`config.mk`:
```
export PLATFORM = sky130hd
export DESIGN_NAME = xirq_hub
export DESIGN_NICKNAME = d
export VERILOG_FILES = /design/src/rtl/xirq_pkg.sv /design/src/rtl/xirq_sync.sv /design/src/rtl/xirq_bank.sv /design/src/rtl/xirq_prio.sv /design/src/rtl/xirq_hub.sv
export SDC_FILE = /design/constraint.sdc
export NUM_CORES = 1
export LEC_CHECK = 0
export ABC_AREA = 1
export BUFFER_PORTS_ARGS = -buffer_cell sky130_fd_sc_hd__buf_4
export CAP_MARGIN = 15
export CORE_MARGIN = 4
export CORE_UTILIZATION = 41
export CTS_BUF_LIST = sky130_fd_sc_hd__clkbuf_2
export DETAILED_ROUTE_END_ITERATION = 6
export PLACE_DENSITY = 0.61
export SLEW_MARGIN = 10
export SYNTH_ARGS = -nofsm -noshare
export SYNTH_HDL_FRONTEND = slang
export SYNTH_SLANG_ARGS = --single-unit
```
`constraint.sdc`:
```
create_clock -name clk -period 2.5 [get_ports clk]
set_input_delay 0.125 -clock clk [delete_from_list [all_inputs] [get_ports clk]]
set_output_delay 0.125 -clock clk [all_outputs]
set_load 0.02 [all_outputs]
```
`src/rtl/xirq_pkg.sv`:
```
package xirq_pkg;

  localparam int FIELD_W     = 3;
  localparam int FIELD_PITCH = 4;

  localparam logic [1:0] SEL_TYPE = 2'd0;
  localparam logic [1:0] SEL_MASK = 2'd1;
  localparam logic [1:0] SEL_PEND = 2'd2;

  typedef enum logic [2:0] {
    TRIG_LVL_LO = 3'b000,
    TRIG_LVL_HI = 3'b001,
    TRIG_FALL   = 3'b010,
    TRIG_RISE   = 3'b011,
    TRIG_BOTH   = 3'b100,
    TRIG_OFF    = 3'b111
  } trig_e;

  function automatic logic trig_hit(input logic [2:0] kind,
                                    input logic       cur,
                                    input logic       prv);
    logic hit;
    case (kind)
      TRIG_LVL_LO: hit = !cur;
      TRIG_LVL_HI: hit = cur;
      TRIG_FALL:   hit = prv && !cur;
      TRIG_RISE:   hit = !prv && cur;
      TRIG_BOTH:   hit = prv ^ cur;
      default:     hit = 1'b0;
    endcase
    return hit;
  endfunction

endpackage

```
`src/rtl/xirq_sync.sv`:
```
module xirq_sync #(
  parameter int WIDTH  = 32,
  parameter int STAGES = 2
) (
  input  logic             clk,
  input  logic             rst,
  input  logic [WIDTH-1:0] async_i,
  output logic [WIDTH-1:0] lvl_o,
  output logic [WIDTH-1:0] prev_o
);

  localparam int DEPTH = STAGES + 1;

  logic [DEPTH-1:0][WIDTH-1:0] chain_q;

  genvar g;
  generate
    for (g = 0; g < DEPTH; g++) begin : g_stage
      if (g == 0) begin : g_first
        always_ff @(posedge clk) begin
          if (rst) chain_q[g] <= '0;
          else     chain_q[g] <= async_i;
        end
      end else begin : g_next
        always_ff @(posedge clk) begin
          if (rst) chain_q[g] <= '0;
          else     chain_q[g] <= chain_q[g-1];
        end
      end
    end
  endgenerate

  assign lvl_o  = chain_q[STAGES-1];
  assign prev_o = chain_q[STAGES];

endmodule

```
`src/rtl/xirq_bank.sv`:
```
module xirq_bank
  import xirq_pkg::*;
#(
  parameter int PINS = 8,
  localparam int RDW = FIELD_PITCH * PINS
) (
  input  logic            clk,
  input  logic            rst,
  input  logic [PINS-1:0] lvl_i,
  input  logic [PINS-1:0] prev_i,
  input  logic            we_type,
  input  logic            we_mask,
  input  logic            we_pend,
  input  logic [RDW-1:0]  wdata_i,
  output logic [RDW-1:0]  type_o,
  output logic [PINS-1:0] mask_o,
  output logic [PINS-1:0] pend_o
);

  logic [FIELD_W-1:0] trig_q [PINS];
  logic [PINS-1:0]    hit;
  logic [PINS-1:0]    clr;
  logic [PINS-1:0]    mask_q;
  logic [PINS-1:0]    pend_q;
  logic [PINS-1:0]    unused_pad;

  always_ff @(posedge clk) begin
    for (int k = 0; k < PINS; k++) begin
      if (rst)          trig_q[k] <= TRIG_OFF;
      else if (we_type) trig_q[k] <= wdata_i[FIELD_PITCH*k +: FIELD_W];
    end
  end

  genvar k;
  generate
    for (k = 0; k < PINS; k++) begin : g_pin
      assign hit[k] = trig_hit(trig_q[k], lvl_i[k], prev_i[k]);
      assign type_o[FIELD_PITCH*k +: FIELD_PITCH] = {1'b0, trig_q[k]};
      assign unused_pad[k] = wdata_i[FIELD_PITCH*k + FIELD_W];
    end
  endgenerate

  assign clr = we_pend ? wdata_i[PINS-1:0] : '0;

  always_ff @(posedge clk) begin
    if (rst)          mask_q <= '1;
    else if (we_mask) mask_q <= wdata_i[PINS-1:0];
  end

  always_ff @(posedge clk) begin
    if (rst) pend_q <= '0;
    else     pend_q <= (pend_q & ~clr) | hit;
  end

  assign mask_o = mask_q;
  assign pend_o = pend_q;

  // a one written clears the bit unless a trigger arrives in that cycle
  p_w1c_r4: assert property (@(posedge clk) disable iff (rst)
    we_pend |=> ((pend_q & $past(wdata_i[PINS-1:0] & ~hit)) == '0));

  // a pending bit only drops through a clear write
  p_sticky_r4: assert property (@(posedge clk) disable iff (rst)
    (($past(pend_q) & ~pend_q & ~$past(clr)) == '0));

  // a detected trigger always leaves the bit set
  p_hit_sets_r6: assert property (@(posedge clk) disable iff (rst)
    1'b1 |=> ((pend_q & $past(hit)) == $past(hit)));

endmodule

```
`src/rtl/xirq_prio.sv`:
```
module xirq_prio #(
  parameter int WIDTH = 16,
  localparam int IDX_W = $clog2(WIDTH)
) (
  input  logic [WIDTH-1:0] vec_i,
  output logic             found_o,
  output logic [IDX_W-1:0] idx_o
);

  always_comb begin
    found_o = 1'b0;
    idx_o   = '0;
    for (int i = 0; i < WIDTH; i++) begin
      if (vec_i[i]) begin
        found_o = 1'b1;
        idx_o   = IDX_W'(i);
      end
    end
  end

  // the chosen index is set and nothing above it is set
  always_comb begin
    if (found_o) begin
      p_top_bit_r10: assert ((vec_i >> idx_o) == WIDTH'(1));
    end
  end

endmodule

```
`src/rtl/xirq_hub.sv`:
```
module xirq_hub
  import xirq_pkg::*;
#(
  parameter int NUM_BANKS   = 4,
  parameter int BANK_PINS   = 8,
  parameter int LOW_BANKS   = 2,
  parameter int SYNC_STAGES = 2,
  localparam int NPINS   = NUM_BANKS * BANK_PINS,
  localparam int LOW_PINS = LOW_BANKS * BANK_PINS,
  localparam int HI_PINS = NPINS - LOW_PINS,
  localparam int BANK_W  = $clog2(NUM_BANKS),
  localparam int ADDR_W  = BANK_W + 2,
  localparam int RDW     = FIELD_PITCH * BANK_PINS,
  localparam int IDX_W   = $clog2(NPINS),
  localparam int HIDX_W  = $clog2(HI_PINS)
) (
  input  logic                clk,
  input  logic                rst,
  input  logic [NPINS-1:0]    pin_i,
  input  logic                reg_we,
  input  logic [ADDR_W-1:0]   reg_addr,
  input  logic [RDW-1:0]      reg_wdata,
  output logic [RDW-1:0]      reg_rdata,
  output logic [LOW_PINS-1:0] irq_low_o,
  output logic                irq_hi_o,
  output logic [IDX_W-1:0]    hi_idx_o,
  output logic                hi_vld_o
);

  logic [NPINS-1:0] lvl;
  logic [NPINS-1:0] prev;

  xirq_sync #(.WIDTH(NPINS), .STAGES(SYNC_STAGES)) u_sync (
    .clk    (clk),
    .rst    (rst),
    .async_i(pin_i),
    .lvl_o  (lvl),
    .prev_o (prev)
  );

  logic [BANK_W-1:0] sel_bank;
  logic [1:0]        sel_reg;

  assign sel_bank = reg_addr[ADDR_W-1:2];
  assign sel_reg  = reg_addr[1:0];

  logic [NUM_BANKS-1:0][RDW-1:0]       type_w;
  logic [NUM_BANKS-1:0][BANK_PINS-1:0] mask_w;
  logic [NUM_BANKS-1:0][BANK_PINS-1:0] pend_w;

  genvar b;
  generate
    for (b = 0; b < NUM_BANKS; b++) begin : g_bank
      logic hit_bank;
      assign hit_bank = reg_we && (sel_bank == BANK_W'(b));

      xirq_bank #(.PINS(BANK_PINS)) u_bank (
        .clk    (clk),
        .rst    (rst),
        .lvl_i  (lvl[b*BANK_PINS +: BANK_PINS]),
        .prev_i (prev[b*BANK_PINS +: BANK_PINS]),
        .we_type(hit_bank && (sel_reg == SEL_TYPE)),
        .we_mask(hit_bank && (sel_reg == SEL_MASK)),
        .we_pend(hit_bank && (sel_reg == SEL_PEND)),
        .wdata_i(reg_wdata),
        .type_o (type_w[b]),
        .mask_o (mask_w[b]),
        .pend_o (pend_w[b])
      );
    end
  endgenerate

  always_ff @(posedge clk) begin
    if (rst) begin
      reg_rdata <= '0;
    end else begin
      case (sel_reg)
        SEL_TYPE: reg_rdata <= type_w[sel_bank];
        SEL_MASK: reg_rdata <= RDW'(mask_w[sel_bank]);
        SEL_PEND: reg_rdata <= RDW'(pend_w[sel_bank]);
        default:  reg_rdata <= '0;
      endcase
    end
  end

  logic [NPINS-1:0] mask_all;
  logic [NPINS-1:0] active;

  assign mask_all = mask_w;
  assign active   = pend_w & ~mask_all;

  logic              hi_found;
  logic [HIDX_W-1:0] hi_rel;

  xirq_prio #(.WIDTH(HI_PINS)) u_prio (
    .vec_i  (active[NPINS-1:LOW_PINS]),
    .found_o(hi_found),
    .idx_o  (hi_rel)
  );

  always_ff @(posedge clk) begin
    if (rst) begin
      irq_low_o <= '0;
      irq_hi_o  <= 1'b0;
      hi_vld_o  <= 1'b0;
      hi_idx_o  <= '0;
    end else begin
      irq_low_o <= active[LOW_PINS-1:0];
      irq_hi_o  <= |active[NPINS-1:LOW_PINS];
      hi_vld_o  <= hi_found;
      hi_idx_o  <= hi_found ? (IDX_W'(LOW_PINS) + IDX_W'(hi_rel)) : '0;
    end
  end

  // outputs come out of reset quiet
  p_reset_quiet_r1: assert property (@(posedge clk) disable iff (rst)
    $past(rst) |-> (irq_low_o == '0 && !irq_hi_o && !hi_vld_o));

  // a masked line never shows on its individual request
  p_mask_blocks_r7: assert property (@(posedge clk) disable iff (rst)
    1'b1 |=> ((irq_low_o & $past(mask_all[LOW_PINS-1:0])) == '0));

  // the shared request and the index valid flag agree
  p_hi_agree_r9: assert property (@(posedge clk) disable iff (rst)
    hi_vld_o == irq_hi_o);

  // a reported index lies in the upper group, and is zero otherwise
  p_idx_range_r10: assert property (@(posedge clk) disable iff (rst)
    hi_vld_o ? (hi_idx_o >= IDX_W'(LOW_PINS)) : (hi_idx_o == '0));

endmodule

```
==> results.txt <==
----------------------------------------------------
[Logic synthesis]
  Share of synthesized area occupied by flip-flops and latches ... 0.533
  Xor and xnor fraction of the mapped netlist area ... 0.00727
  Yosys warns ... 0
  Synth Area in Adders ... 0.0604
  Compound-Gate Fraction of Synth Area ... 0.144
  Combinational family with the most area after synthesis ... simple AND/OR/NAND/NOR gates
  #FFs+latches synth ... 305
  Mapped Area ... 13300 um2
  Multiplexer share of the synthesized area ... 0
  Post-synthesis simple-gate area fraction ... 0.149
  Mean Syn Cell Area ... 8.53 um2
  Synthesized instance count ... 1554
  Synth cell types ... 34

[Finish]
  Area growth from synthesis to final layout ... 25.2%
  Final core occ ... 0.523
  # nets final ... 1982
  Fill cells ... 3007
  Final non-filler cell total ... 2312
  Final cell area excluding filler cells ... 16600 um2
  Layout cell share with drive strength beyond 1 ... 0.149

[Die]
  Starting utilization of the core area ... 0.418
  Core Footprint ... 31700 um2
  Full die area ... 35300 um2
  Die outline height ... 188 um
  Number of top-level pins ... 126
  Number of core rows ... 65
  Horizontal die dimension ... 188 um

[Timing]
  Headroom to the max-slew limit ... 0.546
  Worst clock skew ... 0.0877 ns
  Post-route minimum period ... 2.37 ns
  Maximum clock rate ... 423 MHz
  Unrepaired setup endpoints after global routing ... false
  Period Utilization, post-route ... 0.947
  Final count of negative-setup-slack endpoints ... 0
  Final max-slew violation count ... 0
  Transition time at the pin with the least slew margin ... 0.680 ns
  Minimum hold slack ... 0.0746 ns
  Final-report hold violation count ... 0

[Placement]
  Dpl cell area ... 14600 um2
  Number of instances in the placed design ... 2043
  DP HPWL ... 23.7 mm
  GP Congestion ... 0.867
  I/O Buffers ... 113

[CTS]
  Root Buffer ... clkbuf_2
  Clock tree buffer depth ... 3
  Clock latency at the later pin of the worst-skew pair ... 0.89 ns
  Post-CTS resize count ... 0
  Number of sinks driven by the clock tree ... 305
  CTS H-tree depth ... 3
  Number of setup buffers added after CTS ... 0
  Clock-pin slew on the worst setup and hold paths ... 0.10 ns
  CTS tree ... built
  Total clock buffers created by CTS ... 78

[Global routing]
  Pin count of the biggest net entering global routing ... 114
  Vias in the first global route ... 11000
  Number of antenna violations at the first check in global routing ... 2
  Global routing usage summed across all routing layers ... 0.202
  Remaining global-route overflow ... 0
  Global-route wire length before repair ... 57.0 mm

[Critical path]
  Data arrival time of the critical path ... 3.19 ns
  Crit path required time ... 3.33 ns
  Type of destination of the critical path ... flip-flop
  Maximum net fanout on the critical path ... 7
  Worst Setup Path Type ... primary input to flip-flop
  Critical Path Source Type ... primary input

[Drt]
  DRC violation count after routing ... 0
  Total Routed Length ... 36.2 mm
  Routed WL per cell ... 15.6 um
  Via/cell ratio ... 4.90
  First drt pass iteration count ... 6
  First DRT Iteration DRCs ... 741
  Via total after detailed routing ... 11300
  Antenna-violating nets left ... 0

[Hold path]
  Min-Delay Path Class ... primary input to flip-flop

[Power and ir drop]
  Total leakage power ... 7.62 nW
  Maximum vdd drop ... 0.309 mV
  Pwr/cell area ... 602 nW/um2

[Job]
  Max Cap Viol ... 0

[Status]
  Outcome ... complete, no violations

----------------------------------------------------
[layout make-up]
type	instances	area (um2)	area share
Inverter	303	1140	0.0685
Clock inverter	26	129	0.00776
Clock buffer	115	576	0.0347
Sequential cell	305	7070	0.426
Multi-Input combinational cell	894	4820	0.290
Timing Repair Buffer	265	2370	0.143
Tap cell	402	503	0.0303
Antenna cell	2	5.00	0.000301
[state kept, by name, summed over array words and instances (netlist names)]
register and count:
g_bank.u_bank.pend_o 32, hi_vld_o 1, irq_hi_o 1, g_bank.u_bank.trig_q 96, u_sync.prev_o 32, g_bank.u_bank.mask_o 32
irq_low_o 16, u_sync.lvl_o 32, u_sync.chain_q 32, hi_idx_o 5, reg_rdata 26
[stage by stage]
step                setup slack, ns  power [mW]  setup TNS [ns]
CTS                           0.110        10.1               0
finish                        0.134        9.99               0
detailed placement            0.547        6.62               0
floorplan                    -0.204        6.21          -14.69
global route                 0.0893        10.6               0
global placement              0.564        6.59               0
[path summary, 6_finish.rpt]
| path | start | end | slack, ns | cells past startpoint |
|---|---|---|---|---|
| setup / recovery | reg_addr[1] | g_bank[3].u_bank.mask_o[7]$_SDFFE_PP1P_ | 0.13 | 10 |
| setup reg to reg | g_bank[3].u_bank.trig_q[3][5]$_SDFFCE_PN1P_ | reg_rdata[30]$_SDFF_PP0_ | 0.63 | 4 |
| hold reg to reg | u_sync.chain_q[12]$_SDFF_PP0_ | u_sync.lvl_o[12]$_SDFF_PP0_ | 0.38 | 2 |
| hold / removal | reg_wdata[1] | g_bank[2].u_bank.mask_o[1]$_SDFFE_PP1P_ | 0.07 | 4 |
[critical path: stages]
cell and delay (ns):
dlygate4sd3_1 0.54, buf_4 0.14, inv_1 0.06, nand2_1 0.15, dlygate4sd3_1 0.65, nor2_4 0.24, nand2_1 0.07, dlygate4sd3_1 0.56
o211ai_1 0.07, dlygate4sd3_1 0.56
[routing by layer]
metal | share of wire | track usage | up-vias
li1 | - | - | 5645
met3 | 0.071 | 0.0397 | 70
met1 | 0.43 | 0.263 | 5203
met2 | 0.47 | 0.336 | 401
met4 | 0.027 | 0.0762 | 0
met5 | 0 | 0 | -
[synthesized netlist by cell type]
cell type | count | share of area
a221oi_1 | 17 | 0.011
o21a_1 | 3 | 0.0017
nor3_1 | 4 | 0.0015
nor2_2 | 5 | 0.0024
nand3_1 | 43 | 0.016
ha_1 | 64 | 0.060
edfxtp_1 | 96 | 0.22
buf_4 | 9 | 0.0051
o211ai_1 | 32 | 0.018
nand2_2 | 1 | 0.00047
buf_2 | 20 | 0.0075
o21bai_1 | 1 | 0.00057
nand2_1 | 257 | 0.073
conb_1 | 1 | 0.00028
clkinv_1 | 6 | 0.0017
nor2_1 | 182 | 0.052
o31ai_1 | 3 | 0.0017
a31oi_1 | 5 | 0.0024
o21ai_0 | 128 | 0.048
a21oi_1 | 48 | 0.018
xnor2_1 | 2 | 0.0013
clkbuf_1 | 27 | 0.0076
a211oi_1 | 1 | 0.00057
xor2_1 | 9 | 0.0059
buf_1 | 1 | 0.00028
a22oi_1 | 17 | 0.0096
inv_2 | 7 | 0.0020
dfxtp_1 | 209 | 0.32
inv_1 | 290 | 0.082
o221ai_1 | 21 | 0.014
nor4_1 | 2 | 0.00094
o22ai_1 | 29 | 0.014
o21ai_1 | 10 | 0.0038
nor2_4 | 4 | 0.0034
[placed cells by master, fill, tap and decap left out, types with 6 or more instances in the layout]
cell and instances:
xor2_1 9, a221oi_1 17, a22oi_1 17, o21ai_1 10, o22ai_1 29, nor2_1 182, buf_4 134, a21oi_1 48
dfxtp_1 209, o21ai_0 124, inv_2 12, nand3_1 43, o221ai_1 21, inv_1 289, edfxtp_1 96, clkinv_1 23
clkbuf_2 115, o211ai_1 32, dlygate4sd3_1 126, nand2_1 257, conb_1 6, ha_1 64
[logic make-up (layout without fill, tap and decap cells)]
logic type | after synthesis | count (layout)
other | 1 | 8
adder cells (fa/ha/maj) | 64 | 64
AO/OA/AOI/OAI | 315 | 315
AND/OR/NAND/NOR | 498 | 498
XOR/XNOR | 11 | 11
flip-flops | 305 | 305
buffers and inverters | 360 | 709
[timing repair]
action	in CTS	in global routing
hold buffers	127	0
endpoints found under the hold margin	352	0
endpoints found under the setup margin	0	1
[where the power goes]
group | switching, mW | total (mW) | internal (mW) | leakage, nW
registers | 0.175 | 5.51 | 5.34 | 2.67
clock network | 1.99 | 3.33 | 1.34 | 0.551
logic | 0.650 | 1.14 | 0.494 | 4.40
(Power assumes the default switching activity.)
